### config.mk
export PLATFORM = sky130hd
export DESIGN_NAME = ccr_flag_unit
export DESIGN_NICKNAME = d
export VERILOG_FILES = /design/src/rtl/ccr_flag_unit.sv
export SDC_FILE = /design/constraint.sdc
export NUM_CORES = 1
export LEC_CHECK = 0
export ABC_AREA = 1
export BUFFER_PORTS_ARGS = -buffer_cell sky130_fd_sc_hd__buf_2
export CAP_MARGIN = 30
export CORE_MARGIN = 8
export CORE_UTILIZATION = 32
export DETAILED_ROUTE_END_ITERATION = 10
export PLACE_DENSITY = 0.82
export SYNTH_ARGS = -nofsm -noshare
export SYNTH_HDL_FRONTEND = slang
export SYNTH_SLANG_ARGS = --single-unit
### constraint.sdc
create_clock -name clk -period 1.65 [get_ports clk]
set_clock_uncertainty 0.15 [all_clocks]
set_input_delay 0.165 -clock clk [delete_from_list [all_inputs] [get_ports clk]]
set_output_delay 0.165 -clock clk [all_outputs]
set_load 0.05 [all_outputs]
### src/rtl/ccr_flag_unit.sv
module ccr_flag_unit #(
  parameter int W = 16,
  parameter int NW = 8,
  parameter logic [7:0] RST_VAL = 8'hD0
) (
  input  logic         clk,
  input  logic         rst_n,
  input  logic         upd_i,
  input  logic [1:0]   op_i,
  input  logic         wide_i,
  input  logic [W-1:0] a_i,
  input  logic [W-1:0] b_i,
  input  logic [W-1:0] r_i,
  input  logic         shc_i,
  output logic [7:0]   ccr_o,
  output logic         c_o,
  output logic         v_o,
  output logic         z_o,
  output logic         n_o
);
  localparam logic [1:0] OP_ADD = 2'd0, OP_SUB = 2'd1, OP_TST = 2'd2, OP_SHF = 2'd3;

  logic [7:0] ccr_q;
  logic       am, bm, rm, zr;
  logic       add_c, add_v, sub_c, sub_v;
  logic       nc, nv;

  assign am = wide_i ? a_i[W-1] : a_i[NW-1];
  assign bm = wide_i ? b_i[W-1] : b_i[NW-1];
  assign rm = wide_i ? r_i[W-1] : r_i[NW-1];
  assign zr = wide_i ? (r_i == '0) : (r_i[NW-1:0] == '0);

  assign add_c = (am & bm) | (bm & ~rm) | (am & ~rm);
  assign add_v = (am & bm & ~rm) | (~am & ~bm & rm);
  assign sub_c = (~am & bm) | (bm & rm) | (~am & rm);
  assign sub_v = (am & ~bm & ~rm) | (~am & bm & rm);

  always_comb begin
    nc = ccr_q[0];
    nv = 1'b0;
    case (op_i)
      OP_ADD: begin nc = add_c; nv = add_v; end
      OP_SUB: begin nc = sub_c; nv = sub_v; end
      OP_TST: begin nc = ccr_q[0]; nv = 1'b0; end
      OP_SHF: begin nc = shc_i; nv = rm ^ shc_i; end
      default: ;
    endcase
  end

  always_ff @(posedge clk or negedge rst_n) begin
    if (!rst_n)     ccr_q <= RST_VAL;
    else if (upd_i) ccr_q <= {ccr_q[7:4], rm, zr, nv, nc};
  end

  assign ccr_o = ccr_q;
  assign c_o = ccr_q[0];
  assign v_o = ccr_q[1];
  assign z_o = ccr_q[2];
  assign n_o = ccr_q[3];
endmodule


==> key figures <==
Layout
  – Commonest non-fill, non-tap cell in the layout: buf_2
  – Share of post-route cells with drive strength above 1: 36.1%
  – Fill cells: 166
  – Largest register FFs: 4
  – Area growth syn-to-layout: 35.7%
  – Antenna diode count: 0
  – Non-Filler Instances: 135
  – Final instance area: 647 sq um
  – Commonest non-fill, non-tap cells in the layout: buf_2 (34), nand2_1 (33), nor2_1 (14), inv_1 (9)
  – Final #Nets: 176

Route
  – Remaining DRCs: 0
  – DRT antenna net count: 0
  – Via Count: 584
  – Via density: 4.33
  – Starting DRC count in detailed routing: 15
  – WL/cell: 9.76 microns
  – DR pass1 iterations: 4
  – Total wire length: 1320 microns

Setup path
  – Crit path kind: flip-flop to primary output
  – FF-to-FF path depth: 4
  – Critical path endpoint: ccr_o[2]
  – Slowest library cell on the worst path: dfrtp_1
  – Crit path max-delay family: flip-flops
  – Endpoint class of the critical path: primary output
  – Worst-path maximum fanout: 3
  – Startpoint types: flip-flop
  – Worst reg2reg path endpoint: ccr_o[0]$_DFFE_PN0P_
  – FF-to-FF Start: ccr_o[0]$_DFFE_PN0P_
  – CP required: 1.33 ns
  – Crit path arrival time: 0.87 ns
  – Max incr delay on CP: 0.35 ns
  – Crit-path cells: buf_2
  – CP bufs+invs: 1
  – Reg2reg setup slack: 0.80 ns
  – Start point of the critical path: ccr_o[2]$_DFFE_PN0P_
  – CP Depth: 1

Placed design
  – GPL Wtd Cong: 0.726
  – Dpl hpwl: 1190 microns
  – IO Port Bufs: 34
  – Pre-CTS WS: 0.429 ns
  – # placed instances: 131
  – Placed Area: 614 sq um

Clock network
  – CTS tree: built
  – Clock transition at path regs: 0.04 ns
  – Clock sink count: 4
  – Root Driver: clkbuf_4
  – # H-tree levels: 1
  – TritonCTS Buffers: 3
  – Post-CTS Setup Bufs: 0
  – Clock buffer depth: 2
  – Later-pin clock latency in the skew report: 0.24 ns

Global route
  – Largest net degree at the start of global routing: 8
  – Global-route wire length before repair: 2060 microns
  – Total congestion overflow: 0
  – Vias in the first global route: 545
  – Total GRT Usage: 9.26%
  – Antenna violations before repair: 0

Yosys
  – Synthesized cell area: 477 sq um
  – Sequential share of the synthesized area: 21.0%
  – Mapped Avg Cell Area: 5.48 sq um
  – Post-synthesis cell count: 87
  – Yosys reg bits: 4
  – Yosys cell types: 16
  – Ys Warns: 0

Outcome
  – Status: finished clean

Die
  – Core footprint: 1450 sq um
  – # rows: 14
  – Die area: 2980 sq um
  – Height of the die: 54.6 microns
  – Chip Width: 54.6 microns
  – Boundary Pins: 67
  – Effective utilization at floorplan: 32.8%

Timing
  – Tmin final: 1.18 ns
  – Achievable Freq: 0.847 GHz
  – Final setup fails: 0
  – RSZ-0062 raised after global routing: false
  – Worst Setup Slack, final: 0.470 ns
  – Setup tns final: 0 ns
  – WHS: 0.0431 ns
  – Final Slew Violations: 0
  – Fin crit share: 71.5%
  – Hold Vio Cnt, Final: 0

Power
  – Total power per unit cell area: 708 nW/um^2
  – Leak Pwr: 0.419 nW
  – Peak VDD IR: 0.187 mV

Run
  – Max-cap violations: 0

Min path
  – Hold WC Path Type: input pin to flip-flop
[cell families (layout without fill, tap and decap cells)]
group	count (synthesis)	count (layout)	synth area share (%)
AOI/OAI and AO/OA	6	6	7.09
other	2	4	1.58
and+or+nand+nor	56	56	49.1
buffers and inverters	19	49	21.3
DFF	4	4	21.0
[routing by layer]
layer  routed length (microns)  vias up  track usage [%]
met3                       135        2             1.90
met5                         0        -                0
met1                       484      241             9.54
met2                       681       25             16.8
met4                        15        0             5.33
li1                          -      316                -
[through the flow]
| step | util (%) | power [W] |
|---|---|---|
| 2_1_floorplan | - | 0.000288 |
| 3_3_place_gp | 42.3 | 0.000330 |
| 3_5_place_dp | 42.3 | 0.000335 |
| 4_1_cts | 44.5 | 0.000463 |
| 5_1_grt | 44.5 | 0.000491 |
| 6_report | 44.5 | 0.000458 |
[synthesized netlist by cell type]
cell type	instances	area share, %
nor3_1	1	1.0
dfrtp_1	4	21
nor2_1	14	11
a21oi_2	1	1.8
nand2_1	33	26
nand4_1	2	2.6
nor4_1	1	1.3
conb_1	2	1.6
nand2_2	2	2.6
inv_1	9	7.1
inv_2	2	1.6
nand3_1	2	2.1
a21oi_1	3	3.1
nand2_4	1	2.4
o21ai_0	2	2.1
buf_4	8	13
[where the power goes]
group	switching (W)	internal (W)
clock network	0.0000417	0.0000815
logic	0.000158	0.0000616
registers	0.00000623	0.000108
[worst min-delay path, delay by kind of cell]
family | cells | cell delay, ns
buf+inv | 1 | 0.07
simple gates | 3 | 0.16
[worst min path at each step]
stage	depth (start not counted)	start	slack (ns)	to
6_report	4	r_i[5]	0.04	ccr_o[2]$_DFFE_PN0P_
5_1_grt	3	upd_i	0.08	ccr_o[1]$_DFFE_PN0P_
4_1_cts	4	r_i[5]	0.04	ccr_o[2]$_DFFE_PN0P_
3_5_place_dp	1	rst_n	-0.17	ccr_o[3]$_DFFE_PN0P_
3_3_place_gp	1	rst_n	-0.18	ccr_o[3]$_DFFE_PN0P_
2_1_floorplan	0	rst_n	-0.28	ccr_o[0]$_DFFE_PN0P_
[cell type report]
type                            instances  area (sq um)  area share [%]
Sequential cell                         4           100            15.5
Clock buffer                            3          22.5            3.48
Multi-Input combinational cell         66           283            43.7
Inverter                               11          41.3            6.38
Timing Repair Buffer                   35           180            27.9
Tap cell                               16          20.0            3.09
[what timing repair did]
| item | CTS | global route |
|---|---|---|
| resized for setup | 0 | 0 |
| hold buffers | 1 | 0 |
| endpoints found under the hold margin | 4 | 0 |
Power figures use the tool's default switching activity.
